--- config.mk ---
export PLATFORM = sky130hd
export DESIGN_NAME = abs_target_timer
export DESIGN_NICKNAME = d
export VERILOG_FILES = /design/src/rtl/tmr_pkg.sv /design/src/rtl/tmr_regs.sv /design/src/rtl/tmr_countdown.sv /design/src/rtl/tmr_target.sv /design/src/rtl/abs_target_timer.sv
export SDC_FILE = /design/constraint.sdc
export NUM_CORES = 1
export LEC_CHECK = 0
export BUFFER_PORTS_ARGS = -buffer_cell sky130_fd_sc_hd__buf_2
export CAP_MARGIN = 20
export CORE_MARGIN = 2
export CORE_UTILIZATION = 44
export CTS_CLUSTER_SIZE = 28
export DETAILED_ROUTE_END_ITERATION = 12
export HOLD_SLACK_MARGIN = 0.02
export PLACE_DENSITY = 0.69
export SYNTH_ARGS = -nofsm -noshare
export SYNTH_HDL_FRONTEND = slang
export SYNTH_SLANG_ARGS = --single-unit
--- constraint.sdc ---
create_clock -name clk -period 2.93 [get_ports clk]
set_input_delay 0.4395 -clock clk [delete_from_list [all_inputs] [get_ports clk]]
set_output_delay 0.4395 -clock clk [all_outputs]
set_load 0.01 [all_outputs]
--- src/rtl/tmr_pkg.sv ---
package tmr_pkg;
   localparam int ADDR_W = 5;
   localparam logic [ADDR_W-1:0] OFS_CTRL = 5'h00;
   localparam logic [ADDR_W-1:0] OFS_SRC  = 5'h04;
   localparam logic [ADDR_W-1:0] OFS_STAT = 5'h08;
   localparam logic [ADDR_W-1:0] OFS_TGT  = 5'h0C;
   localparam logic [ADDR_W-1:0] OFS_CNT  = 5'h10;
   localparam int BIT_EN   = 31;
   localparam int BIT_PER  = 30;
   localparam int BIT_PEND = 0;
endpackage

--- src/rtl/tmr_regs.sv ---
module tmr_regs
   import tmr_pkg::*;
#(
   parameter int CNT_W  = 25,
   parameter int TS_W   = 30,
   parameter int SEL_W  = 2,
   parameter int DATA_W = 32
) (
   input  logic              clk,
   input  logic              rst_n,
   input  logic              wr,
   input  logic [ADDR_W-1:0] addr,
   input  logic [DATA_W-1:0] wdata,
   input  logic              pend,
   input  logic [CNT_W-1:0]  cnt,
   output logic              en,
   output logic              per,
   output logic [CNT_W-1:0]  reload,
   output logic [SEL_W-1:0]  sel,
   output logic [TS_W-1:0]   tgt,
   output logic              tgt_wr,
   output logic              clr,
   output logic [DATA_W-1:0] rdata
);
   assign tgt_wr = wr && (addr == OFS_TGT);
   assign clr    = wr && (addr == OFS_STAT) && wdata[BIT_PEND];

   always_ff @(posedge clk or negedge rst_n) begin
      if (!rst_n) begin
         en     <= 1'b0;
         per    <= 1'b0;
         reload <= '0;
         sel    <= '0;
         tgt    <= '0;
      end else if (wr) begin
         case (addr)
            OFS_CTRL: begin
               en     <= wdata[BIT_EN];
               per    <= wdata[BIT_PER];
               reload <= wdata[CNT_W-1:0];
            end
            OFS_SRC: sel <= wdata[SEL_W-1:0];
            OFS_TGT: tgt <= wdata[TS_W-1:0];
            default: ;
         endcase
      end
   end

   always_comb begin
      rdata = '0;
      case (addr)
         OFS_CTRL: begin
            rdata[BIT_EN]      = en;
            rdata[BIT_PER]     = per;
            rdata[CNT_W-1:0]   = reload;
         end
         OFS_SRC:  rdata[SEL_W-1:0] = sel;
         OFS_STAT: rdata[BIT_PEND]  = pend;
         OFS_TGT:  rdata[TS_W-1:0]  = tgt;
         OFS_CNT:  rdata[CNT_W-1:0] = cnt;
         default:  rdata = '0;
      endcase
   end

   // a control write is visible on the next cycle
   assert_ctrl_write_R2: assert property (@(posedge clk) disable iff (!rst_n)
      (wr && addr == OFS_CTRL) |=> (en == $past(wdata[BIT_EN]) && reload == $past(wdata[CNT_W-1:0])))
      else $error("control write not captured");
endmodule

--- src/rtl/tmr_countdown.sv ---
module tmr_countdown #(
   parameter int CNT_W = 25
) (
   input  logic             clk,
   input  logic             rst_n,
   input  logic             en,
   input  logic             per,
   input  logic [CNT_W-1:0] reload,
   input  logic             tick,
   input  logic             hold,
   input  logic             restart,
   output logic [CNT_W-1:0] cnt,
   output logic             expire
);
   logic en_d;
   logic run;
   logic load;
   logic step;

   assign load   = (en && !en_d) || restart;
   assign step   = en && run && !hold && tick && !load;
   assign expire = step && (cnt == '0);

   always_ff @(posedge clk or negedge rst_n) begin
      if (!rst_n) begin
         en_d <= 1'b0;
         run  <= 1'b0;
         cnt  <= '0;
      end else begin
         en_d <= en;
         if (load) begin
            cnt <= reload;
            run <= 1'b1;
         end else if (step) begin
            if (cnt == '0) begin
               if (per) cnt <= reload;
               else     run <= 1'b0;
            end else begin
               cnt <= cnt - 1'b1;
            end
         end
      end
   end

   assert_load_on_enable_R3: assert property (@(posedge clk) disable iff (!rst_n)
      $rose(en) |=> (cnt == $past(reload)))
      else $error("enable edge did not load reload value");

   assert_single_step_R4: assert property (@(posedge clk) disable iff (!rst_n)
      (step && cnt != '0) |=> (cnt == $past(cnt) - 1'b1))
      else $error("counter did not step by one");

   assert_frozen_off_R10: assert property (@(posedge clk) disable iff (!rst_n)
      !en |=> $stable(cnt))
      else $error("counter moved while disabled");

   assert_held_for_target_R8: assert property (@(posedge clk) disable iff (!rst_n)
      (en && hold && !load) |=> $stable(cnt))
      else $error("counter moved while waiting for target");
endmodule

--- src/rtl/tmr_target.sv ---
module tmr_target #(
   parameter int TS_W = 30
) (
   input  logic            clk,
   input  logic            rst_n,
   input  logic            en,
   input  logic [TS_W-1:0] tgt,
   input  logic            tgt_wr,
   input  logic [TS_W-1:0] tstamp,
   output logic            armed,
   output logic            hit
);
   assign hit = en && armed && (tstamp == tgt);

   always_ff @(posedge clk or negedge rst_n) begin
      if (!rst_n)      armed <= 1'b0;
      else if (tgt_wr) armed <= 1'b1;
      else if (hit)    armed <= 1'b0;
   end

   assert_fires_once_R7: assert property (@(posedge clk) disable iff (!rst_n)
      (hit && !tgt_wr) |=> !hit)
      else $error("target fired twice without rewrite");

   assert_write_arms_R7: assert property (@(posedge clk) disable iff (!rst_n)
      tgt_wr |=> armed)
      else $error("target write did not arm");
endmodule

--- src/rtl/abs_target_timer.sv ---
module abs_target_timer
   import tmr_pkg::*;
#(
   parameter int CNT_W  = 25,
   parameter int TS_W   = 30,
   parameter int NSRC   = 4,
   parameter int DATA_W = 32
) (
   input  logic              clk,
   input  logic              rst_n,
   input  logic              reg_wr,
   input  logic [ADDR_W-1:0] reg_addr,
   input  logic [DATA_W-1:0] reg_wdata,
   output logic [DATA_W-1:0] reg_rdata,
   input  logic [NSRC-1:0]   tick_src,
   input  logic [TS_W-1:0]   tstamp,
   output logic              irq
);
   localparam int SEL_W = (NSRC > 1) ? $clog2(NSRC) : 1;

   initial begin
      assert (CNT_W >= 2 && CNT_W <= BIT_PER) else $error("CNT_W out of range");
      assert (TS_W >= 1 && TS_W <= DATA_W)    else $error("TS_W out of range");
      assert (NSRC >= 1 && SEL_W < BIT_PER)   else $error("NSRC out of range");
      assert (DATA_W == 32)                   else $error("DATA_W must be 32");
   end

   logic             en, per, tgt_wr, clr, tick, armed, hit, expire, pend;
   logic [CNT_W-1:0] reload, cnt;
   logic [SEL_W-1:0] sel;
   logic [TS_W-1:0]  tgt;

   tmr_regs #(.CNT_W(CNT_W), .TS_W(TS_W), .SEL_W(SEL_W), .DATA_W(DATA_W)) regs_i (
      .clk(clk), .rst_n(rst_n), .wr(reg_wr), .addr(reg_addr), .wdata(reg_wdata),
      .pend(pend), .cnt(cnt), .en(en), .per(per), .reload(reload), .sel(sel),
      .tgt(tgt), .tgt_wr(tgt_wr), .clr(clr), .rdata(reg_rdata)
   );

   generate
      if (NSRC == 1) begin : g_one_src
         assign tick = tick_src[0] && (sel == '0);
      end else begin : g_src_mux
         assign tick = (int'(sel) < NSRC) ? tick_src[sel] : 1'b0;
      end
   endgenerate

   tmr_target #(.TS_W(TS_W)) target_i (
      .clk(clk), .rst_n(rst_n), .en(en), .tgt(tgt), .tgt_wr(tgt_wr),
      .tstamp(tstamp), .armed(armed), .hit(hit)
   );

   tmr_countdown #(.CNT_W(CNT_W)) count_i (
      .clk(clk), .rst_n(rst_n), .en(en), .per(per), .reload(reload), .tick(tick),
      .hold(per && armed), .restart(hit && per), .cnt(cnt), .expire(expire)
   );

   always_ff @(posedge clk or negedge rst_n) begin
      if (!rst_n)              pend <= 1'b0;
      else if (expire || hit)  pend <= 1'b1;
      else if (clr)            pend <= 1'b0;
   end

   assign irq = pend && en;

   assert_event_wins_R9: assert property (@(posedge clk) disable iff (!rst_n)
      (expire || hit) |=> pend)
      else $error("event lost");

   assert_clear_works_R9: assert property (@(posedge clk) disable iff (!rst_n)
      (clr && !expire && !hit) |=> !pend)
      else $error("clear ignored");

   assert_pend_sticky_R10: assert property (@(posedge clk) disable iff (!rst_n)
      (pend && !clr) |=> pend)
      else $error("pending dropped without clear");
endmodule

**Word level (Yosys, flattened, before mapping)**

Index checks and enable logic that the tools add are counted.

- Register bits after elaboration: 88
- Input port bits: 74
- Output and inout bits: 33
- Logic and storage cells: 68

- $add $sub $neg: 1
- Order comparisons: 1
- Equal/unequal tests: 7
- Mux-type cells: 19
- Reductions and logical operators: 30

Operator list:

| operator | number |
|---|---|
| 2-to-1 mux 25 bit | 4 |
| case mux 23 bit (3 select lines) | 1 |
| equality test 30 bit | 1 |
| logical NOT 25 bit | 1 |
| subtractor 25 x 1 -> 25 bit, second input constant | 1 |
| logical AND 1 bit | 14 |
| equality test 5 x 4 -> 1 bit, second input constant | 2 |
| 2-to-1 mux 1 bit | 9 |
| AND reduction 2 bit | 4 |
| nonzero test 2 bit | 4 |
| equality test 5 x 3 -> 1 bit, second input constant | 1 |
| equality test 5 bit, second input constant | 1 |
| logical NOT 5 bit | 1 |
| 2-to-1 mux 5 bit | 1 |
| case mux 1 bit (5 select lines) | 1 |
| case mux 1 bit (4 select lines) | 1 |
| logical NOT 1 bit | 3 |
| < comparator 2 x 3 -> 1 bit, second input constant | 1 |
| != test 3 x 2 -> 1 bit, second input constant | 1 |
| AND reduction 3 bit | 1 |
| binary-select mux 1 bit (select 2 bit) | 1 |
| logical OR 1 bit | 2 |
| 2-to-1 mux 2 bit | 1 |
| != test 2 x 1 -> 1 bit, second input constant | 1 |

**Logic depth before layout (Yosys ltp)**

Gate-level depths: netlist (run 1).

- Depth after elaboration: 9
- Depth in mapped cells: 12
- Gate-level depth less buffers: 9

**Modules after synthesis**

A second synthesis (run 1) with hierarchy kept.

- Cell total of the unflattened synthesis: 473
- Area total of the unflattened synthesis: 5,241.3 um^2

By module, submodules not included:

| module | times used | cells each | area each (um^2) | sequential area each (um^2) |
|---|---|---|---|---|
| tmr_regs | 1 | 214 | 2,931.6 | 1,476.4 |
| tmr_countdown | 1 | 206 | 1,859.3 | 675.6 |
| tmr_target | 1 | 45 | 371.6 | 25.0 |
| abs_target_timer | 1 | 8 | 78.8 | 25.0 |

**Least setup slack after synthesis (run 1)**

No wires, ideal clock.

- Path type: register -> register
- Start point: register count_i.cnt[0]
- End point: register count_i.cnt[20]
- Library setup time: 121 ps
- Arrival: 2,724 ps
- Required time: 2,809 ps
- Path slack: 85 ps
- Stages on the path, launching flop included: 13
- Buffers on the path: 3
- Period minus slack after synthesis: 2,845 ps
- Path through: dfrtp_1 > inv_1 > ha_1 > or4b_1 > and4bb_2 > nand4_1 > or3_1 > buf_6 > and2_4 > buf_6 > buf_8 > o21a_1 > o22a_1

- Longest elaborated chain between the ends: 4
- Elaborated cells between the ends (all ways): 7
- Classes of those cells: 1 x add/sub; 1 x eq/ne; 3 x mux; 2 x reduce/logical

RTL lines:

| what | line | source |
|---|---|---|
| start: declaration | tmr_countdown.sv:12 | `output logic [CNT_W-1:0] cnt,` |
| start signal: assignment | tmr_countdown.sv:32 | `cnt <= reload;` |
| start signal: assignment | tmr_countdown.sv:36 | `if (per) cnt <= reload;` |
| start signal: assignment | tmr_countdown.sv:39 | `cnt <= cnt - 1'b1;` |
| subtractor 25 x 1 -> 25 bit / logical NOT 25 bit (equally long branches) | tmr_countdown.sv:39, tmr_countdown.sv:35 |  |
| 2-to-1 mux 25 bit | tmr_countdown.sv:35 | `if (cnt == '0) begin` |
| 2-to-1 mux 25 bit | tmr_countdown.sv:34 | `end else if (step) begin` |
| 2-to-1 mux 25 bit | tmr_countdown.sv:31 | `if (load) begin` |

Several ways; a longest one is shown, not always the timed one. The select of a mux whose other input is x is not followed.
A chain may end at the register's enable or synchronous reset.

**Final worst setup path (run 1)**

- Start point: register count_i.cnt[0]
- End point: register count_i.cnt[4]

The elaborated chain is that of the path after synthesis.

==> flow_summary.yaml, run 1 <==
cells_and_area:
  final_cell_mix: "buf_2 (105), dfrtp_1 (88), mux2_2 (60)"
  final_cells: 735
  drive_gt1_frac: 0.366
  n_antenna_cell: 0
  fin_nets: 667
  design_area_mm2: 0.00606
  final_common_cell: "buf_2"
  area_delta_synth_final_pct: 22.3
yosys:
  synthDistinctLibCells: 56
  seq_area_frac_synth: 0.445
  syn_nets: 548
  synth_area_leaders: "dfrtp_1 (44%), mux2_2 (14%), a222oi_1 (4.8%)"
  synthFlopType: "dfrtp_1"
  synth_top_area_cell: "dfrtp_1"
  ys_async_sr_fraction: 1.00
  synthCells: 473
  synth_edf_count: 0
  synth_seq_cells: 88
  postSynthAreaPerCell_um2: 10.5
  syn_area_mm2: 0.00495
  yosys.area.top_type_share: 0.445
  yosys_warnings: 0
clocking:
  clk_latency_ps: 340
  cts_buffer_depth: 2
  clock-sinks: 88
  clock-root-buffer: "clkbuf_16"
  cts_tree: "yes"
  cts_buffers: 9
  clk_pin_slew_ps: 60
  h-tree-depth: 3
detailed_routing:
  dr.pass1.iters: 6
  route.detailed.drc: 0
  drt_iter0_drc: 353
  vias: 4309
  wl_um: 13400
  antenna_left: 0
  drt-vias-per-instance: 5.86
  post_drt_wl_per_cell_um: 18.2
sta:
  finalCriticalPeriod_ps: 2820
  whs_ps: 29.7
  fmax_mhz: 355
  setup_viol: 0
  skew_ps: 9.74
  setup_ws_ps: 114
  worstMarginPinSlew_ps: 550
  finalHoldViolCount: 0
  relSlewSlack: 0.631
  report.final.slew_viol_count: 0
  fin_tns_setup_ps: 0
  min_period_over_period: 0.961
global_routing:
  grt_pass1_vias: 4437
  grt_pass1_wl_um: 21300
  grt_overflow: 0
  grtUsageTotal: 0.229
  antenna_found_initial: 0
  grt_start_max_net_pins: 61
floorplan:
  fp.dieW_um: 110
  io-pin-count: 107
  chipHeight_um: 110
  core_mm2: 0.0109
  rows: 38
  initial_core_util: 0.453
  dieArea_mm2: 0.0121
pwr:
  switching_share: 0.336
  pwr-share-seq: 0.458
  power_density_mw_per_mm2: 678
  clkPwrFrac: 0.270
  power_leakage_nw: 3.09
  switchingPower_mw: 1.38
  ir_worst_vdd_mv: 0.310
  p_int_mw: 2.73
  power.share.combinational: 0.273
worst_setup_path:
  cpPeakStageDelay_ps: 470
  slowest_stage: "or4b_4"
  critPathTopFamily: "simple AND/OR/NAND/NOR gates"
  worstPathRequired_ps: 3170
  crit_fanout: 16
  critPathKind: "reg2reg"
  critPathCaptureType: "flop"
  cp.arrival_ps: 3050
  crit_buf_inv: 1
  worst_setup_path_start_kind: "flop"
  crit_chain: "inv_1 -> ha_1 -> or4b_4 -> and4bb_2 -> nand4_1 -> or3_4 -> and2_2 -> a221oi_1"
placed_design:
  dpl.cell_count: 716
  hpwl_um: 9510
  port_buffers: 106
  postPlaceCellArea_mm2: 0.00573
  dpl_worst_slack_ps: 57.5
  routabilityCongestion: 0.874
run:
  max_cap_violations: 0
outcome:
  status: "complete, no violations"
min_path:
  hp-class: "in2async"
per-layer routing:
layer / vias to the layer above / global-route usage / part of all wire
met2: 150 / 0.379 / 0.49
met3: 24 / 0.0376 / 0.058
met1: 2138 / 0.298 / 0.43
li1: 1997 / - / -
met4: 0 / 0.0964 / 0.026
met5: - / 0 / 0
kinds of logic after synthesis:
family	synth area share
flip-flops	0.445
buffers and inverters	0.0583
adder cells (fa/ha/maj)	0.00253
XOR/XNOR	0.0530
AND/OR/NAND/NOR	0.126
AO/OA/AOI/OAI	0.150
multiplexers	0.165
area by class of cell:
| cell class | count | area, um^2 |
|---|---|---|
| Clock buffer | 13 | 240 |
| Clock inverter | 1 | 30.0 |
| Fill cell | 1013 | 4880 |
| Inverter | 37 | 139 |
| Multi-Input combinational cell | 322 | 2490 |
| Sequential cell | 88 | 2200 |
| Tap cell | 140 | 175 |
| Timing Repair Buffer | 134 | 781 |
repair_timing:
item	in CTS	in global routing
buffers inserted	0	3
gates resized for setup	0	2
endpoints found under the setup margin	0	22
hold buffers	0	0
flip-flops by register name, indices dropped and copies added (netlist names):
| register | count |
|---|---|
| target_i.armed | 1 |
| regs_i.sel | 2 |
| pend | 1 |
| regs_i.en | 1 |
| regs_i.per | 1 |
| regs_i.tgt | 30 |
| count_i.cnt | 25 |
| count_i.en_d | 1 |
| regs_i.reload | 25 |
| count_i.run | 1 |
power groups by stage:
stage                     logic, mW  clock network, mW  registers, mW
after global routing           1.24               1.17           1.93
after detailed placement       1.07                  0           1.89
after floorplan               0.791                  0           1.77
after CTS                      1.08               1.12           1.87
final                          1.12               1.11           1.88
after global placement         1.05                  0           1.87
Yosys cell counts, drive strengths merged, types with 2 or more instances:
library cell	instances
a221oi	3
nor3	10
nor2b	2
nor2	21
nand4	7
o21a	2
nor4	11
dfrtp	88
o22a	4
or3	5
nand2	29
a21oi	19
inv	37
buf	13
nand3	7
nand2b	3
o21ai	18
clkbuf	15
xnor2	3
a32oi	2
xor2	27
and3	7
a2bb2oi	2
a22oi	7
and2	8
mux2	60
or4	5
o2bb2ai	2
mux2i	12
o22ai	3
a222oi	24
stage by stage:
stage / util / total power, mW
detailed placement: 0.524 / 2.96
CTS: 0.549 / 4.07
floorplan: - / 2.56
global placement: 0.524 / 2.92
global route: 0.554 / 4.34
finish: 0.554 / 4.11
path summary, 6_finish.rpt:
check / cells past startpoint / start / to / slack [ps]
max: 8 / count_i.cnt[0]$_DFFE_PN0P_ / count_i.cnt[4]$_DFFE_PN0P_ / 110
max in group asynchronous: 2 / rst_n / count_i.cnt[18]$_DFFE_PN0P_ / 2240
min reg2reg: 0 / regs_i.en$_DFFE_PN0P_ / count_i.en_d$_DFF_PN0_ / 540
min in group clk: 2 / reg_wdata[29] / regs_i.tgt[29]$_DFFE_PN0P_ / 340
min: 1 / rst_n / regs_i.reload[2]$_DFFE_PN0P_ / 30
max reg2reg: 8 / count_i.cnt[0]$_DFFE_PN0P_ / count_i.cnt[4]$_DFFE_PN0P_ / 110
Power figures use the tool's default switching activity.
==> run 2: changes to the inputs <==
--- a/config.mk
+++ b/config.mk
@@ -6,13 +6,12 @@
 export NUM_CORES = 1
 export LEC_CHECK = 0
 export BUFFER_PORTS_ARGS = -buffer_cell sky130_fd_sc_hd__buf_2
-export CAP_MARGIN = 20
 export CORE_MARGIN = 2
 export CORE_UTILIZATION = 44
 export CTS_CLUSTER_SIZE = 28
 export DETAILED_ROUTE_END_ITERATION = 12
 export HOLD_SLACK_MARGIN = 0.02
-export PLACE_DENSITY = 0.69
+export PLACE_DENSITY = 0.67
 export SYNTH_ARGS = -nofsm -noshare
 export SYNTH_HDL_FRONTEND = slang
 export SYNTH_SLANG_ARGS = --single-unit
==> constraint.sdc (replaced) <==
create_clock -name clk -period 3.2 [get_ports clk]
set_input_delay 0.48 -clock clk [delete_from_list [all_inputs] [get_ports clk]]
set_output_delay 0.48 -clock clk [all_outputs]
set_load 0.01 [all_outputs]
==> flow_summary.yaml, run 2 (synthesized netlist as in run 1, its figures left out) <==
outcome:
  status: "complete, no violations"
cells_and_area:
  largestRegisters: "regs_i.tgt x30, count_i.cnt x25, regs_i.reload x25"
  drive_gt1_frac: 0.361
  top_register: "regs_i.tgt"
  multi_input_area_mm2: 0.00249
  fill_cells: 982
  final_cells: 725
  design_area_mm2: 0.00601
  final_common_cell: "buf_2"
  area_delta_synth_final_pct: 21.4
  final-seq-area_mm2: 0.00220
  largest_reg_flops: 30
  utilization: 0.550
  fin_nets: 655
  final_cell_mix: "buf_2 (105), dfrtp_1 (88), mux2_2 (60)"
  n_antenna_cell: 0
worst_setup_path:
  critPathCaptureType: "flop"
  crit_chain: "inv_1 -> ha_1 -> or4b_1 -> and4bb_2 -> nand4_1 -> or3_4 -> and2_4 -> mux2i_1 -> a221oi_2"
  reg2regPathDepth: 9
  slowest_stage: "or4b_1"
  critPathKind: "reg2reg"
  cp.arrival_ps: 3170
  cp.depth: 9
  worstPathRequired_ps: 3440
  cp-endpoint: "count_i.cnt[9]$_DFFE_PN0P_"
  worst_setup_path_start_kind: "flop"
  critPathTopFamily: "simple AND/OR/NAND/NOR gates"
  crit_fanout: 17
  crit_buf_inv: 1
  r2r_slack_ps: 270
  r2r_start: "count_i.cnt[0]$_DFFE_PN0P_"
  timing.rr.end: "count_i.cnt[9]$_DFFE_PN0P_"
  cpPeakStageDelay_ps: 480
  critPathLaunch: "count_i.cnt[0]$_DFFE_PN0P_"
placed_design:
  hpwl_um: 9270
  routabilityCongestion: 0.858
  port_buffers: 106
  postPlaceCellArea_mm2: 0.00568
  dpl_worst_slack_ps: 151
  dpl.cell_count: 708
sta:
  finalCriticalPeriod_ps: 2930
  rsz0062_at_grt: "false"
  fin_tns_setup_ps: 0
  worstMarginPinSlew_ps: 642
  skew_ps: 5.14
  report.final.slew_viol_count: 0
  relSlewSlack: 0.569
  finalHoldViolCount: 0
  min_period_over_period: 0.916
  fmax_mhz: 341
  setup_ws_ps: 270
  setup_viol: 0
clocking:
  hold_buffers: 0
  h-tree-depth: 3
  cts_setup_buffers: 0
  clock-root-buffer: "clkbuf_16"
  cts_buffer_depth: 2
  cts_tree: "yes"
  cts_buffers: 9
  clock-sinks: 88
  clk_pin_slew_ps: 60
  cts_resized: 0
  clk_latency_ps: 340
global_routing:
  grt_start_max_net_pins: 89
  antenna_found_initial: 0
  grt_overflow: 0
  grt_pass1_wl_um: 21200
  grt_pass1_vias: 4244
  grtUsageTotal: 0.226
pwr:
  power_density_mw_per_mm2: 625
  power_leakage_nw: 3.05
  ir_worst_vdd_mv: 0.296
floorplan:
  dieArea_mm2: 0.0121
  io-pin-count: 107
  rows: 38
  fp.dieW_um: 110
  chipHeight_um: 110
  initial_core_util: 0.453
  core_mm2: 0.0109
detailed_routing:
  drt-vias-per-instance: 5.83
  antenna_left: 0
  wl_um: 13100
  route.detailed.drc: 0
  drt_iter0_drc: 275
  post_drt_wl_per_cell_um: 18.1
  vias: 4226
  dr.pass1.iters: 6
min_path:
  hp-class: "in2async"
run:
  max_cap_violations: 0
[run 2: per-stage QoR]
stage	total power, mW	hold WS [ps]
2_1_floorplan	2.35	184
3_3_place_gp	2.64	511
3_5_place_dp	2.68	510
4_1_cts	3.76	195
5_1_grt	3.98	216
6_report	3.76	147
[run 2: metal layers]
metal / routed length [um] / global-route usage
met1: 5750 / 0.304
met2: 6410 / 0.369
met3: 608 / 0.0300
met4: 344 / 0.0938
met5: 0 / 0
[run 2: area by class of cell]
class,count,area share
Tap cell,140,0.0291
Timing Repair Buffer,123,0.116
Clock inverter,6,0.0112
Inverter,37,0.0231
Sequential cell,88,0.366
Multi-Input combinational cell,321,0.414
Clock buffer,10,0.0398
[run 2: worst min path at each step]
stage	startpoint	end	cells past startpoint
4_1_cts	rst_n	regs_i.tgt[3]$_DFFE_PN0P_	2
5_1_grt	rst_n	regs_i.tgt[3]$_DFFE_PN0P_	2
3_5_place_dp	regs_i.reload[24]$_DFFE_PN0P_	count_i.cnt[24]$_DFFE_PN0P_	1
3_3_place_gp	regs_i.reload[24]$_DFFE_PN0P_	count_i.cnt[24]$_DFFE_PN0P_	1
6_report	rst_n	regs_i.reload[5]$_DFFE_PN0P_	2
2_1_floorplan	rst_n	count_i.cnt[0]$_DFFE_PN0P_	0
[run 2: power breakdown]
group,internal [mW],switching [mW]
Sequential,1.39,0.355
Combinational,0.463,0.476
Clock,0.629,0.444
==> run 3: changes to the inputs <==
--- a/config.mk
+++ b/config.mk
@@ -6,12 +6,12 @@
 export NUM_CORES = 1
 export LEC_CHECK = 0
 export BUFFER_PORTS_ARGS = -buffer_cell sky130_fd_sc_hd__buf_2
+export CORE_ASPECT_RATIO = 1.5
 export CORE_MARGIN = 2
-export CORE_UTILIZATION = 44
+export CORE_UTILIZATION = 30
 export CTS_CLUSTER_SIZE = 28
 export DETAILED_ROUTE_END_ITERATION = 12
 export HOLD_SLACK_MARGIN = 0.02
-export PLACE_DENSITY = 0.67
 export SYNTH_ARGS = -nofsm -noshare
 export SYNTH_HDL_FRONTEND = slang
 export SYNTH_SLANG_ARGS = --single-unit
==> flow_summary.yaml, run 3 (synthesized netlist as in run 1, its figures left out) <==
sta:
  finalCriticalPeriod_ps: 2960
  worstMarginPinSlew_ps: 681
  setup_ws_ps: 240
  report.final.slew_viol_count: 0
  fin_tns_setup_ps: 0
  rsz0062_at_grt: "false"
  finalHoldViolCount: 0
  min_period_over_period: 0.925
  skew_ps: 6.04
  relSlewSlack: 0.546
  fmax_mhz: 338
  setup_viol: 0
clocking:
  h-tree-depth: 3
  clock-sinks: 88
  clk_latency_ps: 330
  cts_buffer_depth: 2
  cts_setup_buffers: 0
  cts_buffers: 9
  hold_buffers: 0
  clock-root-buffer: "clkbuf_16"
  cts_tree: "yes"
  clk_pin_slew_ps: 60
worst_setup_path:
  critPathKind: "reg2reg"
  critPathTopFamily: "simple AND/OR/NAND/NOR gates"
  cpPeakStageDelay_ps: 480
  worst_setup_path_start_kind: "flop"
  worstPathRequired_ps: 3420
  crit_fanout: 17
  slowest_stage: "or4b_1"
  crit_chain: "inv_1 -> ha_1 -> or4b_1 -> and4bb_2 -> nand4_1 -> or3_4 -> and2_4 -> mux2i_1 -> a221oi_1"
  cp.arrival_ps: 3180
  critPathCaptureType: "flop"
  crit_buf_inv: 1
cells_and_area:
  area_delta_synth_final_pct: 22.6
  largest_reg_flops: 30
  final_common_cell: "buf_2"
  final_cell_mix: "buf_2 (105), dfrtp_1 (88), mux2_2 (60)"
  drive_gt1_frac: 0.361
  fill_cells: 1638
  n_antenna_cell: 0
  largestRegisters: "regs_i.tgt x30, count_i.cnt x25, regs_i.reload x25"
  fin_nets: 658
  utilization: 0.375
  top_register: "regs_i.tgt"
floorplan:
  core_mm2: 0.0162
  rows: 57
  chipHeight_um: 161
  fp.dieW_um: 109
  initial_core_util: 0.306
  io-pin-count: 107
  dieArea_mm2: 0.0176
global_routing:
  grt_pass1_wl_um: 23200
  grtUsageTotal: 0.170
  grt_overflow: 0
  grt_pass1_vias: 4451
  grt_start_max_net_pins: 51
  antenna_found_initial: 0
detailed_routing:
  drt_iter0_drc: 411
  route.detailed.drc: 0
  post_drt_wl_per_cell_um: 18.3
  vias: 4282
  dr.pass1.iters: 8
  wl_um: 14600
  drt-vias-per-instance: 5.40
  antenna_left: 0
min_path:
  hp-class: "in2async"
pwr:
  ir_worst_vdd_mv: 0.263
  power_density_mw_per_mm2: 614
  power_leakage_nw: 3.06
placed_design:
  hpwl_um: 10700
  routabilityCongestion: 0.865
  dpl_worst_slack_ps: 147
  port_buffers: 106
outcome:
  status: "complete, no violations"
run:
  max_cap_violations: 0
run 3: final cells by class:
cell class              count  area [um^2]  area share
inverters                  37          139      0.0229
multi-input cells         321         2480       0.408
flip-flops and latches     88         2200       0.363
clock inverters             4         45.0     0.00742
repair buffers            126          708       0.117
well taps                 206          258      0.0424
clock buffers              11          243      0.0400
run 3: repair_timing:
action | CTS | global route
hold endpoints to repair | 0 | 0
setup endpoints to repair | 0 | 1
resized for setup | 0 | 1
run 3: worst paths after layout:
check,startpoint,to,slack [ps],depth (start not counted)
setup / recovery,count_i.cnt[0]$_DFFE_PN0P_,count_i.cnt[4]$_DFFE_PN0P_,240,9
hold / removal,rst_n,regs_i.tgt[6]$_DFFE_PN0P_,180,1
setup reg to reg,count_i.cnt[0]$_DFFE_PN0P_,count_i.cnt[4]$_DFFE_PN0P_,240,9
hold reg to reg,count_i.cnt[23]$_DFFE_PN0P_,count_i.cnt[23]$_DFFE_PN0P_,540,1
max in group asynchronous,rst_n,count_i.cnt[15]$_DFFE_PN0P_,2250,2
min in group clk,reg_wdata[28],regs_i.tgt[28]$_DFFE_PN0P_,380,2
run 3: where the power goes:
group	leakage, nW	total [mW]	internal (mW)	switching (mW)
Combinational	1.81	0.945	0.464	0.481
Sequential	1.10	1.75	1.39	0.359
Clock	0.145	1.04	0.618	0.417
run 3: per-stage QoR:
stage	area (um^2)	instances	hold WS (ps)	total power, mW
6_report	6070	793	182	3.73
5_1_grt	6070	793	229	3.95
4_1_cts	6060	792	203	3.75
3_5_place_dp	5770	777	519	2.70
3_3_place_gp	5770	777	512	2.67
2_1_floorplan	4950	473	184	2.35
run 3: worst register-to-register path: stages, from the launching register on:
cell      delay, ps
dfrtp_1         410
inv_1           100
ha_1            250
or4b_1          480
and4bb_2        340
nand4_1         120
or3_4           400
and2_4          270
mux2i_1         160
a221oi_1        320
run 3: routing by layer:
| layer | routed length (um) | global-route usage | vias up | part of all wire |
|---|---|---|---|---|
| li1 | - | - | 1974 | - |
| met1 | 5940 | 0.206 | 2139 | 0.41 |
| met5 | 0 | 0 | - | 0 |
| met4 | 295 | 0.0600 | 0 | 0.020 |
| met3 | 749 | 0.0274 | 16 | 0.051 |
| met2 | 7560 | 0.299 | 153 | 0.52 |
